### config.mk
export PLATFORM = sky130hd
export DESIGN_NAME = ep_prdy_irq_ctrl
export DESIGN_NICKNAME = d
export VERILOG_FILES = /design/src/rtl/prdy_pkg.sv /design/src/rtl/prdy_flag_bank.sv /design/src/rtl/prdy_devstate.sv /design/src/rtl/prdy_irq.sv /design/src/rtl/ep_prdy_irq_ctrl.sv
export SDC_FILE = /design/constraint.sdc
export NUM_CORES = 1
export LEC_CHECK = 0
export BUFFER_PORTS_ARGS = -buffer_cell sky130_fd_sc_hd__buf_2
export CORE_MARGIN = 5
export CORE_UTILIZATION = 40
export DETAILED_ROUTE_END_ITERATION = 12
export PLACE_DENSITY_LB_ADDON = 0.15
export SKIP_LAST_GASP = 1
export SYNTH_ARGS = -nofsm -noshare
export SYNTH_HDL_FRONTEND = slang
export SYNTH_SLANG_ARGS = --single-unit
### constraint.sdc
create_clock -name clk -period 1.7 [get_ports clk]
set_input_delay 0.425 -clock clk [delete_from_list [all_inputs] [get_ports clk]]
set_output_delay 0.425 -clock clk [all_outputs]
set_load 0.02 [all_outputs]
### src/rtl/prdy_pkg.sv
package prdy_pkg;
  localparam int ADDR_W = 3;
  localparam int DATA_W = 8;

  typedef enum logic [ADDR_W-1:0] {
    A_FLAGS = 3'd0,
    A_IEN   = 3'd1,
    A_POL   = 3'd2,
    A_DEV   = 3'd3,
    A_STAT  = 3'd4
  } reg_addr_e;

  localparam int DEV_SUSP   = 0;
  localparam int DEV_RWK    = 1;
  localparam int DEV_RSTCLR = 2;
endpackage

### src/rtl/prdy_flag_bank.sv
module prdy_flag_bank #(
  parameter int N       = 2,
  parameter bit SW_SETS = 1'b0
) (
  input  logic         clk,
  input  logic         rst,
  input  logic [N-1:0] hw_ev,
  input  logic         sw_wr,
  input  logic [N-1:0] sw_bits,
  output logic [N-1:0] q
);
  for (genvar i = 0; i < N; i++) begin : g_bit
    logic r;
    if (SW_SETS) begin : g_tx
      // firmware arms, host ACK releases; arming wins a tie
      always_ff @(posedge clk) begin
        if (rst)                       r <= 1'b0;
        else if (sw_wr && sw_bits[i])  r <= 1'b1;
        else if (hw_ev[i])             r <= 1'b0;
      end
    end else begin : g_rx
      // hardware captures, firmware releases; capture wins a tie
      always_ff @(posedge clk) begin
        if (rst)                       r <= 1'b0;
        else if (hw_ev[i])             r <= 1'b1;
        else if (sw_wr && sw_bits[i])  r <= 1'b0;
      end
    end
    assign q[i] = r;
  end
endmodule

### src/rtl/prdy_devstate.sv
module prdy_devstate
  import prdy_pkg::*;
(
  input  logic              clk,
  input  logic              rst,
  input  logic              wr,
  input  logic [DATA_W-1:0] wr_data,
  input  logic              suspend_enter,
  input  logic              resume,
  input  logic              bus_reset,
  input  logic              brst_en,
  output logic              suspended,
  output logic              rwake,
  output logic              busrst_stat
);
  always_ff @(posedge clk) begin
    if (rst) begin
      suspended   <= 1'b0;
      rwake       <= 1'b0;
      busrst_stat <= 1'b0;
    end else begin
      if (suspend_enter)   suspended <= 1'b1;
      else if (resume)     suspended <= 1'b0;

      if (resume)          rwake <= 1'b0;
      else if (wr)         rwake <= wr_data[DEV_RWK];

      if (bus_reset && brst_en)            busrst_stat <= 1'b1;
      else if (wr && wr_data[DEV_RSTCLR])  busrst_stat <= 1'b0;
    end
  end
endmodule

### src/rtl/prdy_irq.sv
module prdy_irq #(
  parameter int W = 7
) (
  input  logic         clk,
  input  logic         rst,
  input  logic [W-1:0] src,
  input  logic [W-1:0] ien,
  input  logic         pol,
  output logic [W-1:0] status,
  output logic         intr
);
  assign status = src & ien;

  always_ff @(posedge clk) begin
    if (rst) intr <= 1'b0;
    else     intr <= (|status) ^ pol;
  end
endmodule

### src/rtl/ep_prdy_irq_ctrl.sv
module ep_prdy_irq_ctrl
  import prdy_pkg::*;
#(
  parameter int NUM_RX = 2,
  parameter int NUM_TX = 2
) (
  input  logic              clk,
  input  logic              rst,
  input  logic              wr_en,
  input  logic [ADDR_W-1:0] wr_addr,
  input  logic [DATA_W-1:0] wr_data,
  input  logic              rd_en,
  input  logic [ADDR_W-1:0] rd_addr,
  output logic [DATA_W-1:0] rd_data,
  input  logic              setup_ok,
  input  logic [NUM_RX-1:0] rx_pkt_ok,
  input  logic [NUM_TX-1:0] tx_ack,
  input  logic              bus_reset,
  input  logic              suspend_enter,
  input  logic              resume,
  output logic              setup_lock,
  output logic [NUM_RX-1:0] rx_lock,
  output logic [NUM_TX-1:0] tx_pending,
  output logic              intr
);
  localparam int RX_LO    = 1;
  localparam int TX_LO    = RX_LO + NUM_RX;
  localparam int BRST_BIT = TX_LO + NUM_TX;
  localparam int SUSP_BIT = BRST_BIT + 1;
  localparam int NBITS    = SUSP_BIT + 1;
  localparam int NFLAGS   = BRST_BIT;

  logic wr_flags, wr_ien, wr_pol, wr_dev;
  assign wr_flags = wr_en && (wr_addr == A_FLAGS);
  assign wr_ien   = wr_en && (wr_addr == A_IEN);
  assign wr_pol   = wr_en && (wr_addr == A_POL);
  assign wr_dev   = wr_en && (wr_addr == A_DEV);

  logic [NBITS-1:0] wdat;
  assign wdat = NBITS'(wr_data);

  logic [0:0] setup_q;
  prdy_flag_bank #(.N(1), .SW_SETS(1'b0)) setup_bank_i (
    .clk(clk), .rst(rst), .hw_ev(setup_ok), .sw_wr(wr_flags),
    .sw_bits(wdat[0]), .q(setup_q)
  );

  prdy_flag_bank #(.N(NUM_RX), .SW_SETS(1'b0)) rx_bank_i (
    .clk(clk), .rst(rst), .hw_ev(rx_pkt_ok), .sw_wr(wr_flags),
    .sw_bits(wdat[TX_LO-1:RX_LO]), .q(rx_lock)
  );

  prdy_flag_bank #(.N(NUM_TX), .SW_SETS(1'b1)) tx_bank_i (
    .clk(clk), .rst(rst), .hw_ev(tx_ack), .sw_wr(wr_flags),
    .sw_bits(wdat[BRST_BIT-1:TX_LO]), .q(tx_pending)
  );

  assign setup_lock = setup_q[0];

  logic [NBITS-1:0] ien_q;
  logic             pol_q;
  always_ff @(posedge clk) begin
    if (rst) begin
      ien_q <= NBITS'(1);
      pol_q <= 1'b0;
    end else begin
      if (wr_ien) ien_q <= wdat;
      if (wr_pol) pol_q <= wr_data[0];
    end
  end

  logic suspended, rwake, busrst_stat;
  prdy_devstate dev_i (
    .clk(clk), .rst(rst), .wr(wr_dev), .wr_data(wr_data),
    .suspend_enter(suspend_enter), .resume(resume),
    .bus_reset(bus_reset), .brst_en(ien_q[BRST_BIT]),
    .suspended(suspended), .rwake(rwake), .busrst_stat(busrst_stat)
  );

  logic [NBITS-1:0] int_src, int_status;
  assign int_src = {suspended, busrst_stat, ~tx_pending, rx_lock, setup_q};

  prdy_irq #(.W(NBITS)) irq_i (
    .clk(clk), .rst(rst), .src(int_src), .ien(ien_q), .pol(pol_q),
    .status(int_status), .intr(intr)
  );

  logic [NFLAGS-1:0] flags_all;
  assign flags_all = {tx_pending, rx_lock, setup_q};

  logic [DATA_W-1:0] rd_mux;
  always_comb begin
    case (rd_addr)
      A_FLAGS: rd_mux = DATA_W'(flags_all);
      A_IEN:   rd_mux = DATA_W'(ien_q);
      A_POL:   rd_mux = DATA_W'(pol_q);
      A_DEV:   rd_mux = DATA_W'({rwake, suspended});
      A_STAT:  rd_mux = DATA_W'(int_status);
      default: rd_mux = '0;
    endcase
  end

  always_ff @(posedge clk) begin
    if (rst)        rd_data <= '0;
    else if (rd_en) rd_data <= rd_mux;
  end
endmodule

==> impl_metrics.toml, run 1 <==
[routing]
vias = 988
detail-route-antenna-nets = 0
first_pass_iters = 4
drc_errors = 0
drt-initial-drc-count = 40
route.final.wire_length_um = 2570
wire_per_inst_um = 13.4
via_per_inst = 5.17

[global_routing]
grt_pass1_vias = 938
grt_util_all_layers_pct = 13.5
grt_first_pass_wirelength_um = 4450
gr-total-overflow = 0
antenna_found_initial = 0
grt_max_degree = 16

[yosys]
yosysUniqueCellTypes = 36
syn-cell-area_sq_mm = 0.00113
synthTopCellsByArea = "dfxtp_1 (42%), mux2i_1 (7.1%), nor2_1 (7.0%)"
synth_nets = 153
synth_top_area_cell = "dfxtp_1"
syn_inst = 127
synth.top_cell.area_share_pct = 42.4
yosys_warnings = 0
yosysSeqAreaShare_pct = 42.4
synth_seq_cells = 24
syn_area_per_cell_sq_um = 8.92

[clocking]
cts_setup_buffers = 0
cts_tree = "built"
cts_buffer_depth = 2
cts.sinks = 24
cts-resized-gates = 0
cts-root-buf = "clkbuf_4"
numCtsBuffers = 3
cts_hold_buffers = 0
clk_latency_ps = 300
cts_max_level = 1
clkTransAtPathRegs_ps = 120

[place]
hpwl_um = 2110
portBuffers = 37
gp_congestion = 0.814

[setup_path]
critPathRequiredTime_ps = 1270
path_cells = "buf_2"
crit_family = "flip-flops"
critPathArrivalTime_ps = 930
crit_fanout = 5
crit_path_end_kind = "primary output"
cp-start-kind = "flop"
crit_type = "reg2out"
slowest_stage = "dfxtp_1"
critPathMaxStageDelay_ps = 430
critPathBufInv = 1

[floorplanning]
die_x_um = 63.2
fp-row-count = 19
io_pins = 40
start_util_pct = 41.4
core_sq_mm = 0.00273
die_area_sq_mm = 0.00399
die_h_um = 63.2

[job]
drv_cap = 0

[sta]
slew_viol_final = 0
min_period_ps = 1350
setup_viol = 0
fmax_mhz = 741
hold_slack_ps = 284
period_share_pct = 79.4
fin_setup_tns_ps = 0
finalHoldViolCount = 0
finalClockSkew_ps = 3.53
rsz0062_at_grt = "no"

[power]
power_density_mw_per_mm2 = 733
ir_worst_vdd_mv = 0.375
clock_power_share_pct = 24.2
p_leak_nw = 0.599
pwr-share-comb_pct = 14.9
p_int_uw = 727
seqPwrFrac_pct = 60.9
p_sw_share_pct = 25.4
p_sw_uw = 247

[layout]
antennaDiodeCount = 0
syn_to_final_growth_pct = 17.3
drive_above_1_share_pct = 30.0
fin_nets = 188

[worst_hold_path]
hp-class = "in2reg"

[outcome]
status = "complete, no violations"
## stage by stage
stage	area [sq um]	total power, mW	instances	util [%]	setup slack (ps)
6_report	1330	0.974	191	48.6	350
5_1_grt	1330	1.03	191	48.6	269
4_1_cts	1330	0.989	191	48.6	338
3_5_place_dp	1310	0.753	188	47.8	81.9
3_3_place_gp	1310	0.750	188	47.8	111
2_1_floorplan	1130	0.695	127	-	397
## cell usage in the layout, fill, tap and decap left out, types with 2 or more instances in the layout
cell type,netlist,final
a21oi_1,10,10
a22o_1,2,2
a22oi_1,2,2
a2bb2oi_1,2,2
a32oi_1,2,2
and3b_1,2,2
buf_2,1,37
buf_4,6,2
clkbuf_4,0,3
dfxtp_1,24,24
inv_1,6,6
mux2_2,2,2
mux2i_1,8,8
nand2_1,8,8
nand2b_1,2,2
nand3_1,2,2
nor2_1,21,21
nor2b_1,5,5
o211ai_1,2,2
o31ai_1,2,2
o32a_1,2,2
## sequential cells by signal, summed over array words and instances, names as in the netlist
name               flops
tx_bank_i.g_bit.r      2
rx_bank_i.g_bit.r      2
irq_i.intr             1
dev_i.suspended        1
setup_bank_i.q         1
dev_i.busrst_stat      1
pol_q                  1
dev_i.rwake            1
rd_data                7
ien_q                  7
## final cells by class
cell class | count | area (sq um)
clock buffer | 3 | 22.5
fill | 278 | 1410
inverter | 6 | 22.5
multi-input combinational | 88 | 564
sequential | 24 | 480
tap | 31 | 38.8
timing repair buffer | 39 | 200
## per-layer routing
layer | GRT usage [%] | routed length [um] | share of wire [%] | vias to the layer above
met5 | 0 | 0 | 0 | -
met4 | 4.68 | 31 | 1.2 | 0
met3 | 3.73 | 178 | 6.9 | 4
met2 | 20.3 | 1140 | 44 | 30
met1 | 18.5 | 1220 | 47 | 447
li1 | - | - | - | 507
## power groups by stage
stage                     Sequential (mW)  Combinational (mW)  Clock (mW)
after floorplan                     0.610              0.0851           0
after global placement              0.606               0.144           0
after detailed placement            0.606               0.146           0
after CTS                           0.594               0.147       0.248
after global routing                0.597               0.163       0.272
final                               0.594               0.145       0.235
## cell families (layout without fill, tap and decap cells)
kind of cell | count (synthesis) | after routing | share of synthesized area (%)
AND/OR/NAND/NOR | 47 | 47 | 21.5
other | 1 | 1 | 0.331
multiplexers | 10 | 10 | 9.06
flip-flops | 24 | 24 | 42.4
AO/OA/AOI/OAI | 30 | 30 | 18.9
buffers and inverters | 15 | 48 | 7.73
## final timing paths
check,start,end,slack [ps],depth (start not counted)
setup / recovery,tx_bank_i.g_bit[0].r,tx_pending[0],350,1
hold / removal,resume,dev_i.rwake,280,2
setup reg to reg,tx_bank_i.g_bit[1].r,irq_i.intr,440,4
hold reg to reg,rd_data[0],rd_data[0],470,2
## synth_stat cells, drive strengths merged
master,instances
o32a,2
and2b,1
o32ai,1
a211o,1
a22oi,2
dfxtp,24
mux2,2
nand2b,2
a32oi,2
buf,9
o21ai,1
a222oi,1
nand4,1
and2,1
nand3,2
inv,6
o31ai,2
nand2,8
o211ai,2
and3b,2
nor2b,7
a21o,1
a2bb2oi,2
a21oi,10
o22ai,1
nor2,21
nor4b,1
mux2i,8
conb,1
nor3,1
a22o,2
No activity file was read; power rests on OpenSTA's default activity.
==> inputs of run 2 (changes only) <==
==> constraint.sdc (replaced) <==
create_clock -name clk -period 1.2 [get_ports clk]
set_input_delay 0.3 -clock clk [delete_from_list [all_inputs] [get_ports clk]]
set_output_delay 0.3 -clock clk [all_outputs]
set_load 0.02 [all_outputs]
==> impl_metrics.toml, run 2 (synthesis gave the netlist of run 1 again) <==
[outcome]
status = "finished with violations"
failed_checks = "setup timing"

[floorplanning]
core_sq_mm = 0.00273
start_util_pct = 41.4
io_pins = 40
die_area_sq_mm = 0.00399
fp-row-count = 19
die_x_um = 63.2
die_h_um = 63.2

[global_routing]
grt_util_all_layers_pct = 15.0
grt_max_degree = 14
grt_pass1_vias = 1125
antenna_found_initial = 0
gr-total-overflow = 0
grt_first_pass_wirelength_um = 4970

[routing]
drt-initial-drc-count = 44
vias = 1090
wire_per_inst_um = 13.6
drc_errors = 0
detail-route-antenna-nets = 0
wl_met2_um = 1390
via_per_inst = 5.14
m1WireLength_um = 1290
top_layer = "met4"
route.final.wire_length_um = 2880
first_pass_iters = 4
route.met3.wl_um = 185

[layout]
syn_to_final_growth_pct = 35.1
fin_cells = 212
layout_commonest_cell = "buf_2"
fin_nets = 209
drive_above_1_share_pct = 41.4
final_cell_mix = "buf_2 (33), buf_4 (23), nor2_1 (21)"
finalInstanceArea_sq_mm = 0.00153
largestRegisters = "ien_q: 7 flops, rd_data: 7 flops"
antennaDiodeCount = 0

[setup_path]
crit_path_end_kind = "flop"
critPathRequiredTime_ps = 1400
cp-start-kind = "flop"
crit_fanout = 2
critPathArrivalTime_ps = 1430
crit_type = "reg2reg"

[clocking]
numCtsBuffers = 3
cts_buffer_depth = 2
cts-root-buf = "clkbuf_4"
cts_hold_buffers = 0
cts_max_level = 1
cts_tree = "built"
cts.sinks = 24
clkTransAtPathRegs_ps = 120
clk_latency_ps = 300

[place]
hpwl_um = 2330
dpl-instance-area_sq_mm = 0.00147
dp_slack_ps = -151
gp_congestion = 0.814
portBuffers = 37
numPlacedInstances = 208

[sta]
setup_viol = 1
rsz0062_at_grt = "yes"
slew_viol_final = 0
min_period_ps = 1220
worst_slack_ps = -22.8
fmax_mhz = 818
finalHoldViolCount = 0
period_share_pct = 102
finalClockSkew_ps = 0.824

[job]
drv_cap = 0

[worst_hold_path]
hp-class = "in2reg"

[power]
pwr-share-comb_pct = 17.8
seqPwrFrac_pct = 58.7
p_sw_uw = 365
p_sw_share_pct = 25.5
clock_power_share_pct = 23.6
power_density_mw_per_mm2 = 936
ir_worst_vdd_mv = 0.691
p_leak_nw = 0.714
power_mw = 1.43
p_int_mw = 1.07
==> run 2: cell count changes in the layout (fill, tap and decap cells not counted) <==
cell and change:
buf_4 +21, dfxtp_1 -6, dfxtp_2 +5, buf_2 -4, buf_6 +3, buf_12 +1, dfxtp_4 +1
==> run 2: layout make-up <==
type	count	area (sq um)
fillers	253	1200
inverters	6	22.5
clock buffers	3	22.5
well taps	31	38.8
multi-input cells	88	564
repair buffers	60	392
flip-flops and latches	24	490
==> run 2: per-stage QoR <==
| step | TNS, ps | util, % | hold slack [ps] |
|---|---|---|---|
| final | -22.8 | 56.0 | 159 |
| after global routing | -154 | 56.0 | 138 |
| after CTS | -16.9 | 55.3 | 151 |
| after global placement | -579 | 53.7 | 436 |
| after detailed placement | -1180 | 53.7 | 454 |
| after floorplan | 0 | - | 379 |
==> run 2: power groups by stage <==
stage	Combinational, mW	Sequential (mW)	Clock (mW)
floorplan	0.120	0.864	0
detailed placement	0.250	0.856	0
global placement	0.244	0.855	0
global route	0.281	0.844	0.395
finish	0.254	0.840	0.338
CTS	0.253	0.840	0.352
==> run 2: worst max-delay path: stages (launching register included) <==
cell	delay (ps)
dfxtp_2	360
inv_1	50
a222oi_1	280
nand3_1	150
mux2_2	290
==> run 2: per-layer routing <==
layer / vias up / track usage [%]
met5: - / 0
met4: 0 / 5.45
met3: 2 / 2.84
met2: 31 / 25.8
met1: 507 / 18.5
li1: 550 / -
==> run 2: path summary, 6_finish.rpt <==
check / to / cells after the start / slack [ps] / startpoint
setup / recovery: irq_i.intr / 4 / -20 / tx_bank_i.g_bit[1].r
hold reg to reg: rd_data[0] / 2 / 470 / rd_data[0]
setup reg to reg: irq_i.intr / 4 / -20 / tx_bank_i.g_bit[1].r
hold / removal: dev_i.rwake / 2 / 160 / resume
==> run 2: repair_timing <==
action,in CTS,in global routing
setup buffers,0,1
resized for setup,9,5
pin swaps,1,0
setup endpoints to repair,5,6
==> inputs of run 3 (changes only) <==
--- a/config.mk
+++ b/config.mk
@@ -6,7 +6,7 @@
 export NUM_CORES = 1
 export LEC_CHECK = 0
 export BUFFER_PORTS_ARGS = -buffer_cell sky130_fd_sc_hd__buf_2
-export CORE_MARGIN = 5
+export CORE_MARGIN = 2
 export CORE_UTILIZATION = 40
 export DETAILED_ROUTE_END_ITERATION = 12
 export PLACE_DENSITY_LB_ADDON = 0.15
==> constraint.sdc (replaced) <==
create_clock -name clk -period 1.2 [get_ports clk]
set_input_delay 0.3 -clock clk [delete_from_list [all_inputs] [get_ports clk]]
set_output_delay 0.3 -clock clk [all_outputs]
set_load 0.005 [all_outputs]
==> impl_metrics.toml, run 3 (synthesis gave the netlist of run 1 again) <==
[outcome]
status = "finished with violations"
failed_checks = "setup timing"

[routing]
route.final.wire_length_um = 2750
wire_per_inst_um = 13.2
first_pass_iters = 4
vias = 1080
drt-initial-drc-count = 24
via_per_inst = 5.17
detail-route-antenna-nets = 0
drc_errors = 0

[place]
hpwl_um = 2230
gp_congestion = 0.792
portBuffers = 37
dpl-instance-area_sq_mm = 0.00146
numPlacedInstances = 207
dp_slack_ps = -111

[global_routing]
grt_first_pass_wirelength_um = 4550
grt_max_degree = 13
antenna_found_initial = 0
grt_pass1_vias = 1049
gr-total-overflow = 0
grt_util_all_layers_pct = 17.8

[setup_path]
crit_path_end_kind = "flop"
ff2ff_path_depth = 4
r2r_setup_slack_ps = -20
r2r-end = "irq_i.intr"
crit_type = "reg2reg"
critPathRequiredTime_ps = 1420
crit_fanout = 2
critPathArrivalTime_ps = 1440
reg2reg_from = "tx_bank_i.g_bit[1].r"
cp-start-kind = "flop"

[clocking]
cts_max_level = 1
cts-root-buf = "clkbuf_4"
clkTransAtPathRegs_ps = 130
cts_tree = "built"
cts.sinks = 24
clk_latency_ps = 310
cts_setup_buffers = 0
numCtsBuffers = 3
cts_buffer_depth = 2

[floorplanning]
die_x_um = 57.2
fp-row-count = 19
io_pins = 40
die_area_sq_mm = 0.00327
core_sq_mm = 0.00273
start_util_pct = 41.4
die_h_um = 57.2

[power]
p_sw_share_pct = 25.2
p_leak_nw = 0.695
p_int_mw = 1.06
power_density_mw_per_mm2 = 953
power_mw = 1.42
ir_worst_vdd_mv = 0.619
clock_power_share_pct = 24.7
p_sw_uw = 358
seqPwrFrac_pct = 59.3
pwr-share-comb_pct = 16.0

[sta]
setup_viol = 1
rsz0062_at_grt = "yes"
hold_slack_ps = 139
fmax_mhz = 818
worst_slack_ps = -22.5
period_share_pct = 102
finalClockSkew_ps = 6.30
finalHoldViolCount = 0
fin_setup_tns_ps = -22.5
min_period_ps = 1220
slew_viol_final = 0

[layout]
antennaDiodeCount = 0
drive_above_1_share_pct = 39.9
final_cell_mix = "buf_2 (36), nor2_1 (21), dfxtp_1 (19), buf_4 (19), a21oi_1 (10)"
fin_nets = 206
syn_to_final_growth_pct = 31.5
largestRegisters = "ien_q: 7 flops, rd_data: 7 flops"
n_fill_cell = 281
multi_input_area_sq_um = 564
layout_commonest_cell = "buf_2"
fin_util_pct = 54.5
finalInstanceArea_sq_mm = 0.00149
fin_cells = 209
regArea_sq_um = 487

[worst_hold_path]
hold_depth = 2
hold_start = "resume"
holdPathEnd = "dev_i.rwake"
hp-class = "in2reg"

[job]
drv_cap = 0
run 3: cell types whose count changed in the layout (fill, tap and decap cells not counted), sizes merged:
cell  previous run  this run
buf             60        57
run 3: routing by layer:
layer  global-route usage (%)  part of all wire (%)  up-vias
met5                        0                     0        -
met4                     7.64                   1.5        0
met3                     3.63                   5.8        5
met2                     29.9                    47       36
met1                     22.2                    45      498
li1                         -                     -      541
run 3: worst max path at each step:
| stage | startpoint | to | slack (ps) | cells after the start |
|---|---|---|---|---|
| finish | tx_bank_i.g_bit[1].r | irq_i.intr | -20 | 4 |
| global route | tx_bank_i.g_bit[1].r | irq_i.intr | -110 | 4 |
| CTS | tx_bank_i.g_bit[1].r | irq_i.intr | -50 | 4 |
| detailed placement | wr_addr[2] | ien_q[3] | -110 | 6 |
| global placement | wr_addr[2] | ien_q[3] | -80 | 6 |
| floorplan | wr_en | ien_q[0] | 20 | 5 |
run 3: power by group through the flow:
stage                     Combinational [mW]  Sequential, mW  Clock (mW)
after global routing                   0.251           0.845       0.384
after global placement                 0.222           0.856           0
after floorplan                        0.111           0.854           0
after CTS                              0.229           0.840       0.362
after detailed placement               0.228           0.857           0
final                                  0.227           0.841       0.351
run 3: timing repair:
action / 4_1_cts / 5_1_grt
endpoints found under the setup margin: 4 / 4
pin swaps: 1 / 0
resized for setup: 4 / 2
endpoints found under the hold margin: 0 / 0
hold buffers: 0 / 0
run 3: worst max-delay path, cell delays in order, from the launching register on:
cell	delay, ps
dfxtp_2	350
inv_1	50
a222oi_1	290
nand3_1	160
mux2_2	280
run 3: layout make-up:
class,instances,share of cell area [%]
repair buffers,57,23.8
well taps,31,2.61
inverters,6,1.51
clock buffers,3,1.51
flip-flops and latches,24,32.7
multi-input cells,88,37.9
